===== config.mk =====
export PLATFORM = sky130hd
export DESIGN_NAME = tc_link
export DESIGN_NICKNAME = d
export VERILOG_FILES = /design/src/rtl/tc_pkg.sv /design/src/rtl/tc_edge.sv /design/src/rtl/tc_tx.sv /design/src/rtl/tc_rx.sv /design/src/rtl/tc_link.sv
export SDC_FILE = /design/constraint.sdc
export NUM_CORES = 1
export LEC_CHECK = 0
export ABC_AREA = 1
export BUFFER_PORTS_ARGS = -buffer_cell sky130_fd_sc_hd__clkbuf_2
export CAP_MARGIN = 15
export CORE_MARGIN = 2
export CORE_UTILIZATION = 50
export DETAILED_ROUTE_END_ITERATION = 8
export GPL_TIMING_DRIVEN = 1
export PLACE_DENSITY = 0.73
export SYNTH_ARGS = -nofsm -noshare
export SYNTH_HDL_FRONTEND = slang
export SYNTH_SLANG_ARGS = --single-unit

===== constraint.sdc =====
create_clock -name clk_i -period 2.87 [get_ports clk_i]
set_clock_uncertainty 0.1 [all_clocks]
set_input_delay 0.1435 -clock clk_i [delete_from_list [all_inputs] [get_ports clk_i]]
set_output_delay 0.1435 -clock clk_i [all_outputs]
set_load 0.02 [all_outputs]

===== src/rtl/tc_pkg.sv =====
package tc_pkg;
  localparam int unsigned CRC_W = 8;
  localparam logic [CRC_W-1:0] CRC_POLY = 8'h31;

  typedef enum logic [1:0] {TX_IDLE, TX_GAP, TX_SEND} tx_state_e;
  typedef enum logic [1:0] {RX_IDLE, RX_HUNT, RX_RECV} rx_state_e;

  function automatic logic [CRC_W-1:0] crc_step(input logic [CRC_W-1:0] c, input logic b);
    logic fb;
    fb = c[CRC_W-1] ^ b;
    return {c[CRC_W-2:0], 1'b0} ^ (fb ? CRC_POLY : '0);
  endfunction
endpackage


===== src/rtl/tc_edge.sv =====
module tc_edge #(
  parameter int unsigned W = 1
) (
  input  logic         clk_i,
  input  logic         rst_ni,
  input  logic [W-1:0] sig_i,
  output logic [W-1:0] rise_o
);
  logic [W-1:0] q;

  always_ff @(posedge clk_i or negedge rst_ni) begin
    if (!rst_ni) q <= '0;
    else         q <= sig_i;
  end

  assign rise_o = sig_i & ~q;
endmodule


===== src/rtl/tc_tx.sv =====
module tc_tx
  import tc_pkg::*;
#(
  parameter int unsigned TIME_W   = 80,
  parameter int unsigned ACC_W    = 8,
  parameter int unsigned GAP_BITS = 2,
  parameter int unsigned ACC_MIN  = 32,
  parameter int unsigned ACC_MAX  = 48
) (
  input  logic              clk_i,
  input  logic              rst_ni,
  input  logic              hb_rise_i,
  input  logic              bclk_rise_i,
  input  logic [TIME_W-1:0] time_i,
  input  logic              locked_i,
  input  logic [ACC_W-1:0]  acc_i,
  input  logic [ACC_W-1:0]  thr_i,
  output logic              sdo_o
);
  localparam int unsigned PAY_W  = 1 + TIME_W + ACC_W;
  localparam int unsigned WORD_W = PAY_W + CRC_W;
  localparam int unsigned IDX_W  = $clog2(WORD_W + 2);
  localparam int unsigned GAP_W  = $clog2(GAP_BITS + 1);
  localparam logic [IDX_W-1:0] PAY_LAST  = IDX_W'(PAY_W);
  localparam logic [IDX_W-1:0] WORD_LAST = IDX_W'(WORD_W);
  localparam logic [GAP_W-1:0] GAP_LAST  = GAP_W'(GAP_BITS);

  tx_state_e          state;
  logic [PAY_W-1:0]   pay;
  logic [CRC_W-1:0]   crc;
  logic [IDX_W-1:0]   idx;
  logic [GAP_W-1:0]   gap_cnt;
  logic               lock_ok;

  assign lock_ok = locked_i && (acc_i >= ACC_W'(ACC_MIN)) &&
                   (acc_i <= ACC_W'(ACC_MAX)) && (acc_i <= thr_i);

  always_ff @(posedge clk_i or negedge rst_ni) begin
    if (!rst_ni) begin
      state   <= TX_IDLE;
      sdo_o   <= 1'b0;
      pay     <= '0;
      crc     <= '0;
      idx     <= '0;
      gap_cnt <= '0;
    end else begin
      unique case (state)
        TX_IDLE: if (hb_rise_i) begin
          pay     <= {lock_ok, time_i, acc_i};
          gap_cnt <= '0;
          state   <= TX_GAP;
        end
        TX_GAP: if (bclk_rise_i) begin
          if (gap_cnt == GAP_LAST) begin
            sdo_o <= 1'b1;
            crc   <= '0;
            idx   <= IDX_W'(1);
            state <= TX_SEND;
          end else begin
            gap_cnt <= gap_cnt + 1'b1;
          end
        end
        TX_SEND: if (bclk_rise_i) begin
          if (idx <= PAY_LAST) begin
            sdo_o <= pay[PAY_W-1];
            pay   <= {pay[PAY_W-2:0], 1'b0};
            crc   <= crc_step(crc, pay[PAY_W-1]);
            idx   <= idx + 1'b1;
          end else if (idx <= WORD_LAST) begin
            sdo_o <= crc[CRC_W-1];
            crc   <= {crc[CRC_W-2:0], 1'b0};
            idx   <= idx + 1'b1;
          end else begin
            sdo_o <= 1'b0;
            state <= TX_IDLE;
          end
        end
        default: state <= TX_IDLE;
      endcase
    end
  end

  p_idle_low_r1: assert property (@(posedge clk_i) disable iff (!rst_ni)
    (state != TX_SEND) |-> !sdo_o);

  p_gap_start_r2: assert property (@(posedge clk_i) disable iff (!rst_ni)
    ($past(state) == TX_GAP && state == TX_SEND) |-> ($past(gap_cnt) == GAP_LAST && sdo_o));

  p_hold_between_edges_r8: assert property (@(posedge clk_i) disable iff (!rst_ni)
    !bclk_rise_i |=> $stable(sdo_o));
endmodule


===== src/rtl/tc_rx.sv =====
module tc_rx
  import tc_pkg::*;
#(
  parameter int unsigned TIME_W = 80,
  parameter int unsigned ACC_W  = 8
) (
  input  logic              clk_i,
  input  logic              rst_ni,
  input  logic              hb_rise_i,
  input  logic              bclk_fall_i,
  input  logic              sdi_i,
  output logic              rx_valid_o,
  output logic              rx_lock_o,
  output logic [TIME_W-1:0] rx_time_o,
  output logic [ACC_W-1:0]  rx_acc_o
);
  localparam int unsigned WORD_W = 1 + TIME_W + ACC_W + CRC_W;
  localparam int unsigned CNT_W  = $clog2(WORD_W);
  localparam logic [CNT_W-1:0] CNT_LAST = CNT_W'(WORD_W - 1);

  rx_state_e          state;
  logic [WORD_W-2:0]  sh;
  logic [WORD_W-1:0]  word_nxt;
  logic [CRC_W-1:0]   crc, crc_nxt;
  logic [CNT_W-1:0]   cnt;

  assign word_nxt = {sh, sdi_i};
  assign crc_nxt  = crc_step(crc, sdi_i);

  always_ff @(posedge clk_i or negedge rst_ni) begin
    if (!rst_ni) begin
      state      <= RX_IDLE;
      sh         <= '0;
      crc        <= '0;
      cnt        <= '0;
      rx_valid_o <= 1'b0;
      rx_lock_o  <= 1'b0;
      rx_time_o  <= '0;
      rx_acc_o   <= '0;
    end else begin
      rx_valid_o <= 1'b0;
      if (hb_rise_i) begin
        state <= RX_HUNT;
      end else begin
        unique case (state)
          RX_IDLE: ;
          RX_HUNT: if (bclk_fall_i && sdi_i) begin
            cnt   <= '0;
            crc   <= '0;
            state <= RX_RECV;
          end
          RX_RECV: if (bclk_fall_i) begin
            sh  <= word_nxt[WORD_W-2:0];
            crc <= crc_nxt;
            cnt <= cnt + 1'b1;
            if (cnt == CNT_LAST) begin
              state <= RX_IDLE;
              if (crc_nxt == '0) begin
                rx_valid_o <= 1'b1;
                rx_lock_o  <= word_nxt[WORD_W-1];
                rx_time_o  <= word_nxt[WORD_W-2 -: TIME_W];
                rx_acc_o   <= word_nxt[CRC_W +: ACC_W];
              end
            end
          end
          default: state <= RX_IDLE;
        endcase
      end
    end
  end

  p_valid_pulse_r9: assert property (@(posedge clk_i) disable iff (!rst_ni)
    rx_valid_o |=> !rx_valid_o);

  p_valid_after_word_r9: assert property (@(posedge clk_i) disable iff (!rst_ni)
    rx_valid_o |-> ($past(state) == RX_RECV && state == RX_IDLE));

  p_fields_hold_r10: assert property (@(posedge clk_i) disable iff (!rst_ni)
    !rx_valid_o |-> ($stable(rx_time_o) && $stable(rx_acc_o) && $stable(rx_lock_o)));
endmodule


===== src/rtl/tc_link.sv =====
module tc_link #(
  parameter int unsigned TIME_W   = 80,
  parameter int unsigned ACC_W    = 8,
  parameter int unsigned GAP_BITS = 2,
  parameter int unsigned ACC_MIN  = 32,
  parameter int unsigned ACC_MAX  = 48
) (
  input  logic              clk_i,
  input  logic              rst_ni,
  input  logic              hb_i,
  input  logic              bclk_i,
  input  logic [TIME_W-1:0] time_i,
  input  logic              locked_i,
  input  logic [ACC_W-1:0]  acc_i,
  input  logic [ACC_W-1:0]  thr_i,
  output logic              sdo_o,
  input  logic              sdi_i,
  output logic              rx_valid_o,
  output logic              rx_lock_o,
  output logic [TIME_W-1:0] rx_time_o,
  output logic [ACC_W-1:0]  rx_acc_o
);
  logic [2:0] rise;

  // bit 2 is the rise of the inverted bit clock, i.e. its falling edge
  tc_edge #(.W(3)) u_edge (
    .clk_i (clk_i),
    .rst_ni(rst_ni),
    .sig_i ({~bclk_i, bclk_i, hb_i}),
    .rise_o(rise)
  );

  tc_tx #(
    .TIME_W(TIME_W), .ACC_W(ACC_W), .GAP_BITS(GAP_BITS),
    .ACC_MIN(ACC_MIN), .ACC_MAX(ACC_MAX)
  ) u_tx (
    .clk_i      (clk_i),
    .rst_ni     (rst_ni),
    .hb_rise_i  (rise[0]),
    .bclk_rise_i(rise[1]),
    .time_i     (time_i),
    .locked_i   (locked_i),
    .acc_i      (acc_i),
    .thr_i      (thr_i),
    .sdo_o      (sdo_o)
  );

  tc_rx #(.TIME_W(TIME_W), .ACC_W(ACC_W)) u_rx (
    .clk_i      (clk_i),
    .rst_ni     (rst_ni),
    .hb_rise_i  (rise[0]),
    .bclk_fall_i(rise[2]),
    .sdi_i      (sdi_i),
    .rx_valid_o (rx_valid_o),
    .rx_lock_o  (rx_lock_o),
    .rx_time_o  (rx_time_o),
    .rx_acc_o   (rx_acc_o)
  );
endmodule


* After elaboration in Yosys (flattened, before gate mapping)
Cells that the tools add are included.
W data, S select, Z words.
** Storage, ports and cells
- Register bits after elaboration :: 315
- Output and inout bits :: 91
- Logic and storage cells :: 123
** Operators by class
- Add/subtract/negate cells :: 3
- Order comparisons :: 5
- Eq/ne operators :: 21
- Multiplexer cells :: 51
- Bitwise operators :: 8
- Reductions and logical operators :: 20
** Operators by type and width (count)
- $mux W89 :: 3
- $pmux W89 S2 :: 1
- $mux W8 :: 7
- $mux W7 :: 7
- $pmux W8 S2 :: 2
- $pmux W7 S2 :: 2
- $mux W2 :: 13
- $reduce_and A4 Y1 :: 5
- $ne A2 B2 Y1 const B :: 8
- $xor A8 B8 Y8 :: 2
- $add A7 B1 Y7 const B :: 2
- $le A7 B7 Y1 const B :: 2
- $mux W6 :: 2
- $pmux W2 S3 :: 2
- $mux W1 :: 10
- $reduce_and A5 Y1 :: 2
- $ge A8 B6 Y1 const B :: 1
- $le A8 B6 Y1 const B :: 1
- $le A8 B8 Y1 :: 1
- $logic_not A8 Y1 :: 1
- $reduce_bool A2 Y1 :: 4
- $eq A7 B7 Y1 const B :: 1
- $eq A2 B2 Y1 const B :: 3
- $ne A2 B1 Y1 const B :: 3
- 15 further kinds :: 23

* Depth between registers and ports, before layout
Gate-level depths: netlist of run 1.
- Depth in word-level cells :: 9
- Depth in mapped cells :: 12
- Gate-level depth less buffers :: 12

* By module
A second synthesis of run 1 with hierarchy kept.
** Unflattened totals
- Cells, all modules :: 1518
- Area total of the unflattened synthesis :: 13878.3 µm²
** By module, submodules not included
- tc_rx :: instances 1, cells each 914, area an instance 8221.6 µm², sequential area each 5079.9 µm²
- tc_tx :: instances 1, cells each 594, area an instance 5547.8 µm², sequential area each 2727.6 µm²
- tc_edge :: instances 1, cells each 9, area an instance 105.1 µm², sequential area each 75.1 µm²
- tc_link :: instances 1, cells each 1, area an instance 3.8 µm², sequential area each 0.0 µm²

* Least setup slack after synthesis of run 1
No wires, ideal clock.
- Kind :: register -> register
- From :: reg u_rx.cnt[0]
- To :: reg u_rx.rx_acc_o[0]
- Setup time :: 0.130 ns
- Data arrival time :: 1.463 ns
- Required time :: 2.640 ns
- Slack :: 1.177 ns
- Cell stages (with the launch flop) :: 11
- Buffers on the path :: 2
- Period minus slack after synthesis :: 1.693 ns
- Cell sequence :: dfrtp_1 -> inv_1 -> ha_1 -> nand2_1 -> nor2_1 -> and3_1 -> nand3_2 -> buf_2 -> buf_2 -> nand2_1 -> o21ai_1
** Between the ends
- Longest elaborated chain between the ends :: 2
** Ends and longest elaborated chain
- start: declaration :: line tc_rx.sv:25 : logic [CNT_W-1:0] cnt;
- start signal: assignment :: line tc_rx.sv:55 : cnt <= cnt + 1'b1;
- $eq A7 B7 Y1 :: line tc_rx.sv:56 : if (cnt == CNT_LAST) begin
- $reduce_and A5 Y1 (no line)
- end signal: assignment :: line tc_rx.sv:62 : rx_acc_o <= word_nxt[CRC_W +: ACC_W];
- end: declaration :: line tc_rx.sv:15 : output logic [ACC_W-1:0] rx_acc_o
No other way between the ends.
A chain may end at the register's enable or synchronous reset.

* Final worst setup path of run 1
- From :: reg u_rx.state[1]
- To :: reg u_rx.rx_time_o[60]
** Between the ends
- Longest elaborated chain between the ends :: 2
** Ends and longest elaborated chain
- start: declaration :: line tc_rx.sv:21 : rx_state_e state;
- start signal: assignment :: line tc_rx.sv:32 : state <= RX_IDLE;
- start signal: assignment :: line tc_rx.sv:43 : state <= RX_HUNT;
- start signal: assignment :: line tc_rx.sv:50 : state <= RX_RECV;
- $eq A2 B2 Y1 :: line tc_rx.sv:45 : unique case (state)
- $reduce_and A5 Y1 (no line)
- end signal: assignment :: line tc_rx.sv:61 : rx_time_o <= word_nxt[WORD_W-2 -: TIME_W];
- end: declaration :: line tc_rx.sv:14 : output logic [TIME_W-1:0] rx_time_o,
No other way between the ends.

==> impl_results.html, run 1 <==
<table>
<tr><th>Metric</th><th>Value</th></tr>
<tr><th colspan="2">Global routing</th></tr>
<tr><td>Combined global-route utilization of all metal layers</td><td>20.5%</td></tr>
<tr><td>GRT overflow</td><td>0</td></tr>
<tr><td>First-pass GRT wire length</td><td>49.2 mm</td></tr>
<tr><td>Via count of the first global-routing pass</td><td>10600</td></tr>
<tr><td>Antenna violations before repair</td><td>0</td></tr>
<tr><td>Largest net degree at the start of global routing</td><td>189</td></tr>
<tr><th colspan="2">Layout</th></tr>
<tr><td>Nets@finish</td><td>1949</td></tr>
<tr><td>Share of final-layout standard cells stronger than drive strength 1</td><td>19.4%</td></tr>
<tr><td>Synth-to-layout area growth</td><td>24.5%</td></tr>
<tr><td>Number of diodes added for antenna fixing</td><td>0</td></tr>
<tr><td>Fillcell total</td><td>2158</td></tr>
<tr><td>Filler-free cell count of the finished design</td><td>2201</td></tr>
<tr><td>Post-route design area</td><td>17200 µm²</td></tr>
<tr><td>Most common library cell in the layout ignoring fill and taps</td><td>nand2_1</td></tr>
<tr><td>Commonest cells after routing, fill and taps aside</td><td>nand2_1 (461), dfrtp_1 (315), inv_1 (224)</td></tr>
<tr><th colspan="2">Synthesis</th></tr>
<tr><td>Proportion of synthesized area in mux cells</td><td>0%</td></tr>
<tr><td>Yosys Warn Count</td><td>0</td></tr>
<tr><td>Fraction of registers with async set or reset after synthesis</td><td>100%</td></tr>
<tr><td>Sequential share of the synthesized area</td><td>57.0%</td></tr>
<tr><td>Syn Nets</td><td>1691</td></tr>
<tr><td>Cell types occupying the most area after synthesis</td><td>dfrtp_1 (57%), nand2_1 (13%), o21ai_0 (7.8%)</td></tr>
<tr><td>Post-synthesis cell area</td><td>13800 µm²</td></tr>
<tr><td>Yosys top cell area share</td><td>57.0%</td></tr>
<tr><td>Main flop type after synthesis</td><td>dfrtp_1</td></tr>
<tr><td>Per-instance average area after synthesis</td><td>8.77 µm²</td></tr>
<tr><td>Share of the synthesized area in compound gates (AO/OA/AOI/OAI)</td><td>16.1%</td></tr>
<tr><td>FF+latch count, synth</td><td>315</td></tr>
<tr><td>Gate count after technology mapping</td><td>1576</td></tr>
<tr><td>Xor-xnor portion of the synthesized cell area</td><td>0.697%</td></tr>
<tr><td>Unique masters post-synth</td><td>31</td></tr>
<tr><td>Post-synthesis cell type with the largest combined area</td><td>dfrtp_1</td></tr>
<tr><td>Area fraction in and, or, nand and nor cells after synthesis</td><td>15.4%</td></tr>
<tr><td>Count of flip-flops with a built-in enable after synthesis</td><td>0</td></tr>
<tr><td>Post-Synth Adder-Cell Area</td><td>1.18%</td></tr>
<tr><td>Dominant combinational cell family by area after synthesis</td><td>compound AO/OA/AOI/OAI gates</td></tr>
<tr><th colspan="2">Clocking</th></tr>
<tr><td>H-Tree Level Count</td><td>2</td></tr>
<tr><td>CTS buffer count</td><td>35</td></tr>
<tr><td>Cts repair resizes</td><td>0</td></tr>
<tr><td>Post-CTS setup buffers</td><td>0</td></tr>
<tr><td>Clock latency reported for the late side of the worst-skew pair</td><td>0.52 ns</td></tr>
<tr><td>CTS sink cnt</td><td>315</td></tr>
<tr><td>Clock Tree Root</td><td>clkbuf_16</td></tr>
<tr><td>Buffers from clock root to sink, at most</td><td>3</td></tr>
<tr><td>CTS tree</td><td>done</td></tr>
<tr><td>Clock transition time at the flip-flop clock pins of the worst setup and hold paths</td><td>0.06 ns</td></tr>
<tr><th colspan="2">Floorplanning</th></tr>
<tr><td>Width of the die</td><td>170 µm</td></tr>
<tr><td>Core footprint</td><td>27000 µm²</td></tr>
<tr><td>Area of the die</td><td>29000 µm²</td></tr>
<tr><td>IO Pins</td><td>193</td></tr>
<tr><td>Row Count</td><td>60</td></tr>
<tr><td>Starting Density</td><td>51.2%</td></tr>
<tr><td>Die Span Y</td><td>170 µm</td></tr>
<tr><th colspan="2">STA</th></tr>
<tr><td>Final number of max-transition violations</td><td>0</td></tr>
<tr><td>Minimum period implied by the final worst setup slack</td><td>2.22 ns</td></tr>
<tr><td>RSZ-0062 raised after global routing</td><td>no</td></tr>
<tr><td>Endpoints failing setup</td><td>0</td></tr>
<tr><td>Max transition margin</td><td>55.3%</td></tr>
<tr><td>Upper clock frequency limit</td><td>450 MHz</td></tr>
<tr><td>Share of the cycle needed by the critical path after routing</td><td>77.4%</td></tr>
<tr><td>Transition at the pin with the smallest max-transition slack</td><td>0.671 ns</td></tr>
<tr><td>Fin Setup TNS</td><td>0 ns</td></tr>
<tr><td>Total count of hold-check failures in the final report</td><td>0</td></tr>
<tr><th colspan="2">Pwr</th></tr>
<tr><td>Worst-case vdd ir drop</td><td>0.411 mV</td></tr>
<tr><td>Switching power share of the total</td><td>28.4%</td></tr>
<tr><td>Total Power</td><td>12800 µW</td></tr>
<tr><td>Lkg Pwr</td><td>0.00848 µW</td></tr>
<tr><td>Internal power</td><td>9160 µW</td></tr>
<tr><td>Power Dens Cells</td><td>743 nW/µm²</td></tr>
<tr><td>Clock group share of total power</td><td>37.7%</td></tr>
<tr><td>Psw</td><td>3630 µW</td></tr>
<tr><td>Combinational Power Share</td><td>20.2%</td></tr>
<tr><td>Seq pwr share</td><td>42.1%</td></tr>
<tr><th colspan="2">Route</th></tr>
<tr><td>Vias post-DR</td><td>10900</td></tr>
<tr><td>Number of DRC violations after detailed-routing iteration 0</td><td>816</td></tr>
<tr><td>DRT antenna net count</td><td>0</td></tr>
<tr><td>Number of search-and-repair iterations in the first detailed-routing pass</td><td>5</td></tr>
<tr><td>Aggregate routed wire length</td><td>28.6 mm</td></tr>
<tr><td>Vias/cell</td><td>4.94</td></tr>
<tr><td>Routed wirelength normalized by instance count</td><td>13.0 µm</td></tr>
<tr><td>DRC</td><td>0</td></tr>
<tr><th colspan="2">Placement</th></tr>
<tr><td>Final RePlAce weighted congestion</td><td>0.800</td></tr>
<tr><td>Placed Area</td><td>15000 µm²</td></tr>
<tr><td>Dpl hpwl</td><td>17.9 mm</td></tr>
<tr><td>Placed insts</td><td>2045</td></tr>
<tr><td>PortBufs</td><td>192</td></tr>
<tr><th colspan="2">Min path</th></tr>
<tr><td>Worst hold path class</td><td>primary input to asynchronous set/reset pin</td></tr>
<tr><th colspan="2">Setup path</th></tr>
<tr><td>Worst R2R Setup Slack</td><td>0.65 ns</td></tr>
<tr><td>Setup CP Type</td><td>register to register</td></tr>
<tr><td>Worst endpoint required time</td><td>3.15 ns</td></tr>
<tr><td>Largest fanout of any net on the critical path</td><td>69</td></tr>
<tr><td>Length in cells of the worst reg-to-reg path</td><td>8</td></tr>
<tr><td>Kind of start point of the critical path</td><td>register</td></tr>
<tr><td>Crit. End Element</td><td>register</td></tr>
<tr><td>Data arrival time at the worst-slack endpoint</td><td>2.50 ns</td></tr>
<tr><th colspan="2">Run status</th></tr>
<tr><td>Status</td><td>complete, no violations</td></tr>
<tr><th colspan="2">Job</th></tr>
<tr><td>Number of violations of the max-capacitance limit</td><td>0</td></tr>
</table>
[area by class of cell]
| class | count | area [µm²] | area share, % |
|---|---|---|---|
| inverter | 231 | 872 | 5.07 |
| tap | 341 | 427 | 2.48 |
| multi-input combinational | 948 | 4630 | 26.9 |
| clock buffer | 46 | 987 | 5.73 |
| clock inverter | 17 | 280 | 1.63 |
| sequential | 315 | 7880 | 45.8 |
| timing repair buffer | 303 | 2140 | 12.4 |
[critical path: stages, from the launching register on]
cell	delay [ns]
dfrtp_1	0.39
inv_2	0.07
nor2_4	0.26
nand3_4	0.14
nor3_2	0.22
nand3_4	0.37
buf_12	0.35
nand2_1	0.09
o21ai_1	0.07
[synthesized netlist by cell type, types with 4 or more instances]
library cell,instances
nand2_1,461
nor2_1,24
nand3_1,27
buf_1,5
nand4_1,5
o21ai_0,215
o21ai_1,87
clkbuf_1,41
o21ai_2,73
o22ai_1,4
inv_2,6
dfrtp_1,315
buf_2,19
a21oi_1,7
ha_1,13
buf_6,17
xor2_1,11
nor2_2,4
inv_1,224
[final timing paths]
| kind | from | to |
|---|---|---|
| max in group asynchronous | rst_ni | u_rx.cnt[4] |
| worst max register to register | u_rx.state[1] | u_rx.rx_time_o[60] |
| worst max-delay path | u_rx.state[1] | u_rx.rx_time_o[60] |
| min in group clk_i | thr_i[0] | u_tx.pay[88] |
| worst min register to register | u_rx.sh[2] | u_rx.sh[3] |
| worst min-delay path | rst_ni | u_tx.pay[66] |
[sequential cells by signal, summed over array words and instances (netlist names)]
signal           count
u_tx.gap_cnt         2
u_rx.sh             96
u_edge.q             3
u_tx.pay            89
u_tx.state           2
u_rx.rx_time_o      80
u_rx.rx_valid_o      1
u_rx.cnt             7
u_tx.idx             7
u_rx.state           2
u_rx.crc             8
u_rx.rx_acc_o        8
u_tx.crc             8
u_rx.rx_lock_o       1
u_tx.sdo_o           1
[what timing repair did]
item                                    CTS  global route
endpoints found under the setup margin    0             0
hold buffers                             93             0
endpoints found under the hold margin   284             0
[through the flow]
stage / hold WS [ns] / worst slack [ns] / utilization, %
2_1_floorplan: -0.252 / 1.18 / -
3_3_place_gp: 0.0264 / 0.702 / 55.6
3_5_place_dp: 0.0243 / 0.680 / 55.6
4_1_cts: 0.0587 / 0.641 / 63.7
5_1_grt: 0.105 / 0.427 / 63.7
6_report: 0.0623 / 0.649 / 63.7
[power groups by stage]
stage	Combinational, µW	Clock [µW]	Sequential (µW)
CTS	2600	4910	5380
finish	2590	4820	5380
global placement	2380	0	5440
global route	2950	5090	5450
floorplan	2090	0	5400
detailed placement	2470	0	5460
[layer usage]
layer	part of all wire, %	vias to the layer above	routed length (µm)	track usage, %
met5	0	-	0	0
li1	-	5474	-	-
met4	3.1	0	888	7.21
met2	48	224	13800	34.6
met3	3.9	71	1120	3.40
met1	45	5105	12800	27.0
[cells by family after synthesis]
logic type	Yosys count
XOR/XNOR	11
buffers and inverters	313
AND/OR/NAND/NOR	536
adder cells (fa/ha/maj)	13
AO/OA/AOI/OAI	388
flip-flops	315
Power figures use the tool's default switching activity.
==> inputs of run 2 (changes only) <==
--- a/config.mk
+++ b/config.mk
@@ -5,14 +5,14 @@
 export SDC_FILE = /design/constraint.sdc
 export NUM_CORES = 1
 export LEC_CHECK = 0
-export ABC_AREA = 1
+export ABC_AREA = 0
 export BUFFER_PORTS_ARGS = -buffer_cell sky130_fd_sc_hd__clkbuf_2
 export CAP_MARGIN = 15
 export CORE_MARGIN = 2
 export CORE_UTILIZATION = 50
 export DETAILED_ROUTE_END_ITERATION = 8
 export GPL_TIMING_DRIVEN = 1
-export PLACE_DENSITY = 0.73
+export PLACE_DENSITY = 0.76
 export SYNTH_ARGS = -nofsm -noshare
 export SYNTH_HDL_FRONTEND = slang
 export SYNTH_SLANG_ARGS = --single-unit
==> constraint.sdc (replaced) <==
create_clock -name clk_i -period 1.9 [get_ports clk_i]
set_clock_uncertainty 0.1 [all_clocks]
set_input_delay 0.095 -clock clk_i [delete_from_list [all_inputs] [get_ports clk_i]]
set_output_delay 0.095 -clock clk_i [all_outputs]
set_load 0.02 [all_outputs]
==> run 2 against run 1 <==
Against the previous run: the run now ends with negative setup slack left; global-route usage rose by 4.1 points; final cell count is 21% lower; total power grew 53%; critical endpoint is now u_tx.pay[19]; sequential power grew 63%; register-to-register slack got worse by 0.89 ns.
==> impl_results.html, run 2 <==
<table>
<tr><th>Metric</th><th>Value</th></tr>
<tr><th colspan="2">Synthesis</th></tr>
<tr><td>Yosys Warn Count</td><td>0</td></tr>
<tr><td>Sequential share of the synthesized area</td><td>60.2%</td></tr>
<tr><td>Syn Nets</td><td>1115</td></tr>
<tr><td>Yosys top cell area share</td><td>60.2%</td></tr>
<tr><td>Leading post-synthesis cells by instance count</td><td>dfrtp_1 (315), mux2_2 (178), nand2_1 (115), o21ai_0 (100), mux2i_1 (89)</td></tr>
<tr><td>Unique masters post-synth</td><td>48</td></tr>
<tr><td>Per-instance average area after synthesis</td><td>13.1 µm²</td></tr>
<tr><td>Main flop type after synthesis</td><td>dfrtp_1</td></tr>
<tr><td>Most frequently used cell type in the post-synthesis netlist</td><td>dfrtp_1</td></tr>
<tr><td>Post-synthesis cell area</td><td>13100 µm²</td></tr>
<tr><td>Post-synthesis cell type with the largest combined area</td><td>dfrtp_1</td></tr>
<tr><td>Gate count after technology mapping</td><td>1000</td></tr>
<tr><td>Fraction of registers with async set or reset after synthesis</td><td>100%</td></tr>
<tr><td>Cell types occupying the most area after synthesis</td><td>dfrtp_1 (60%), mux2_2 (15%), mux2i_1 (6.8%)</td></tr>
<tr><td>Count of flip-flops with a built-in enable after synthesis</td><td>0</td></tr>
<tr><td>FF+latch count, synth</td><td>315</td></tr>
<tr><th colspan="2">STA</th></tr>
<tr><td>Share of the cycle needed by the critical path after routing</td><td>113%</td></tr>
<tr><td>Endpoints failing setup</td><td>159</td></tr>
<tr><td>Fin Setup TNS</td><td>-19.09 ns</td></tr>
<tr><td>Final number of max-transition violations</td><td>0</td></tr>
<tr><td>Final setup slack of the worst path</td><td>-0.242 ns</td></tr>
<tr><td>Total count of hold-check failures in the final report</td><td>0</td></tr>
<tr><td>Max transition margin</td><td>58.8%</td></tr>
<tr><td>Transition at the pin with the smallest max-transition slack</td><td>0.609 ns</td></tr>
<tr><td>Upper clock frequency limit</td><td>467 MHz</td></tr>
<tr><td>RSZ-0062 raised after global routing</td><td>yes</td></tr>
<tr><td>Minimum period implied by the final worst setup slack</td><td>2.14 ns</td></tr>
<tr><td>Worst hold-check slack</td><td>0.0106 ns</td></tr>
<tr><th colspan="2">Pwr</th></tr>
<tr><td>Total Power</td><td>19500 µW</td></tr>
<tr><td>Power Dens Cells</td><td>1020 nW/µm²</td></tr>
<tr><td>Worst-case vdd ir drop</td><td>0.900 mV</td></tr>
<tr><td>Lkg Pwr</td><td>0.00924 µW</td></tr>
<tr><th colspan="2">Clocking</th></tr>
<tr><td>CTS buffer count</td><td>34</td></tr>
<tr><td>Clock transition time at the flip-flop clock pins of the worst setup and hold paths</td><td>0.07 ns</td></tr>
<tr><td>Buffers from clock root to sink, at most</td><td>3</td></tr>
<tr><td>H-Tree Level Count</td><td>2</td></tr>
<tr><td>CTS tree</td><td>done</td></tr>
<tr><td>Clock Tree Root</td><td>clkbuf_16</td></tr>
<tr><td>Clock latency reported for the late side of the worst-skew pair</td><td>0.51 ns</td></tr>
<tr><td>CTS sink cnt</td><td>315</td></tr>
<tr><th colspan="2">Setup path</th></tr>
<tr><td>Crit. End Element</td><td>register</td></tr>
<tr><td>Top delay family on crit path</td><td>buffers and inverters</td></tr>
<tr><td>FF-to-FF Start</td><td>u_tx.idx[1]</td></tr>
<tr><td>Data arrival time at the worst-slack endpoint</td><td>2.45 ns</td></tr>
<tr><td>Worst R2R Setup Slack</td><td>-0.24 ns</td></tr>
<tr><td>CP dominant cell by count</td><td>buf_12</td></tr>
<tr><td>Delay of the slowest cell on the worst path</td><td>0.38 ns</td></tr>
<tr><td>Kind of start point of the critical path</td><td>register</td></tr>
<tr><td>Setup CP Type</td><td>register to register</td></tr>
<tr><td>CP bufs+invs</td><td>6</td></tr>
<tr><td>Cell Chain, Critical Path</td><td>inv_1 -&gt; ha_2 -&gt; o21ba_4 -&gt; o221ai_4 -&gt; a21oi_4 -&gt; buf_6 -&gt; buf_12 -&gt; buf_12 -&gt; buf_12 -&gt; buf_16 -&gt; o21ai_4</td></tr>
<tr><td>Worst path slowest cell</td><td>dfrtp_1</td></tr>
<tr><td>Length in cells of the worst reg-to-reg path</td><td>11</td></tr>
<tr><td>Reg-to-reg critical path endpoint</td><td>u_tx.pay[19]</td></tr>
<tr><td>Worst endpoint required time</td><td>2.21 ns</td></tr>
<tr><td>Largest fanout of any net on the critical path</td><td>7</td></tr>
<tr><th colspan="2">Layout</th></tr>
<tr><td>Max reg flops</td><td>96</td></tr>
<tr><td>Area of the multi-input gates</td><td>5990 µm²</td></tr>
<tr><td>Most common library cell in the layout ignoring fill and taps</td><td>dfrtp_1</td></tr>
<tr><td>Register with the most flip-flops</td><td>u_rx.sh</td></tr>
<tr><td>Synth-to-layout area growth</td><td>45.6%</td></tr>
<tr><td>Nets@finish</td><td>1494</td></tr>
<tr><td>Registers with the most flip-flops</td><td>u_rx.sh x96, u_tx.pay x89, u_rx.rx_time_o x80</td></tr>
<tr><td>FF/Latch Area</td><td>7880 µm²</td></tr>
<tr><td>Fillcell total</td><td>1497</td></tr>
<tr><td>Share of final-layout standard cells stronger than drive strength 1</td><td>50.4%</td></tr>
<tr><td>Post-route design area</td><td>19100 µm²</td></tr>
<tr><td>Commonest cells after routing, fill and taps aside</td><td>dfrtp_1 (314), clkbuf_2 (191), mux2_2 (125)</td></tr>
<tr><th colspan="2">Global routing</th></tr>
<tr><td>First-pass GRT wire length</td><td>55.3 mm</td></tr>
<tr><td>Largest net degree at the start of global routing</td><td>78</td></tr>
<tr><td>Combined global-route utilization of all metal layers</td><td>24.6%</td></tr>
<tr><td>GRT overflow</td><td>0</td></tr>
<tr><td>Global routing met2 resource utilization</td><td>42.3%</td></tr>
<tr><td>Layer carrying the most global-route usage</td><td>met2</td></tr>
<tr><td>Via count of the first global-routing pass</td><td>10500</td></tr>
<tr><td>Global-route met3 utilization</td><td>4.48%</td></tr>
<tr><td>Met1 global-route usage</td><td>31.1%</td></tr>
<tr><td>Antenna violations before repair</td><td>1</td></tr>
<tr><th colspan="2">Floorplanning</th></tr>
<tr><td>Area of the die</td><td>27500 µm²</td></tr>
<tr><td>Row Count</td><td>59</td></tr>
<tr><td>IO Pins</td><td>193</td></tr>
<tr><td>Starting Density</td><td>50.6%</td></tr>
<tr><td>Width of the die</td><td>166 µm</td></tr>
<tr><td>Die Span Y</td><td>166 µm</td></tr>
<tr><td>Core footprint</td><td>25900 µm²</td></tr>
<tr><th colspan="2">Placement</th></tr>
<tr><td>Dpl hpwl</td><td>17.4 mm</td></tr>
<tr><td>PortBufs</td><td>192</td></tr>
<tr><td>Placed Area</td><td>15000 µm²</td></tr>
<tr><td>Final RePlAce weighted congestion</td><td>0.810</td></tr>
<tr><th colspan="2">Job</th></tr>
<tr><td>Number of violations of the max-capacitance limit</td><td>0</td></tr>
<tr><th colspan="2">Route</th></tr>
<tr><td>Number of search-and-repair iterations in the first detailed-routing pass</td><td>5</td></tr>
<tr><td>DRC</td><td>0</td></tr>
<tr><td>Aggregate routed wire length</td><td>37.7 mm</td></tr>
<tr><td>Vias post-DR</td><td>9794</td></tr>
<tr><td>Vias/cell</td><td>5.64</td></tr>
<tr><td>Number of DRC violations after detailed-routing iteration 0</td><td>649</td></tr>
<tr><td>DRT antenna net count</td><td>0</td></tr>
<tr><td>Routed wirelength normalized by instance count</td><td>21.7 µm</td></tr>
<tr><th colspan="2">Min path</th></tr>
<tr><td>Worst hold path class</td><td>primary input to asynchronous set/reset pin</td></tr>
<tr><th colspan="2">Run status</th></tr>
<tr><td>Status</td><td>finished, violations left</td></tr>
<tr><td>Failing checks</td><td>negative setup slack</td></tr>
</table>
-- run 2: through the flow --
step | instances | util, % | worst slack (ns)
final | 1738 | 73.6 | -0.242
after CTS | 1736 | 70.5 | -0.193
after floorplan | 1000 | - | -0.204
after detailed placement | 1538 | 57.7 | -0.179
after global routing | 1738 | 73.6 | -0.306
after global placement | 1538 | 57.7 | -0.130
-- run 2: layout make-up --
class                   instances  share of cell area, %
diodes                          1                 0.0131
clock buffers                  52                   5.40
clock inverters                 7                  0.610
inverters                      14                  0.276
multi-input cells             618                   31.4
flip-flops and latches        315                   41.3
well taps                     335                   2.20
repair buffers                396                   18.7
-- run 2: worst max path at each step --
stage / depth (start not counted) / slack (ns) / end / from
2_1_floorplan: 7 / -0.20 / u_rx.rx_time_o[12] / u_rx.cnt[0]
3_3_place_gp: 8 / -0.13 / u_rx.rx_time_o[21] / u_rx.cnt[0]
3_5_place_dp: 8 / -0.18 / u_rx.rx_time_o[20] / u_rx.cnt[1]
4_1_cts: 7 / -0.19 / u_rx.rx_time_o[45] / u_rx.crc[5]
5_1_grt: 11 / -0.31 / u_tx.pay[19] / u_tx.idx[1]
6_report: 11 / -0.24 / u_tx.pay[19] / u_tx.idx[1]
-- run 2: logic make-up (layout without fill, tap and decap cells) --
kind of cell    Yosys count  after routing  synth area share (%)
buf+inv                  68            469                  2.75
xor+xnor                 13             13                 0.926
other cells               0              1                     0
flops                   315            315                  60.2
mux                     274            274                  22.7
compound gates          141            141                  6.20
simple gates            176            177                  6.01
fa+ha+maj                13             13                  1.24
-- run 2: layer usage --
metal	vias up	wire, µm
li1	4292	-
met3	140	2040
met2	414	18800
met4	0	1960
met1	4948	14900
met5	-	0
-- run 2: where the power goes --
group          internal, µW  total (µW)  switching [µW]  leakage [µW]
logic                  2000        3970            1970       0.00443
registers              7660        8750            1090       0.00425
clock network          4140        6810            2670      0.000560
-- run 2: timing repair --
item / CTS / global route
cloned: 22 / 4
endpoints found under the hold margin: 412 / 0
endpoints found under the setup margin: 164 / 198
buffers inserted: 24 / 11
hold buffers: 93 / 0
pin swaps: 79 / 42
gates resized for setup: 205 / 240
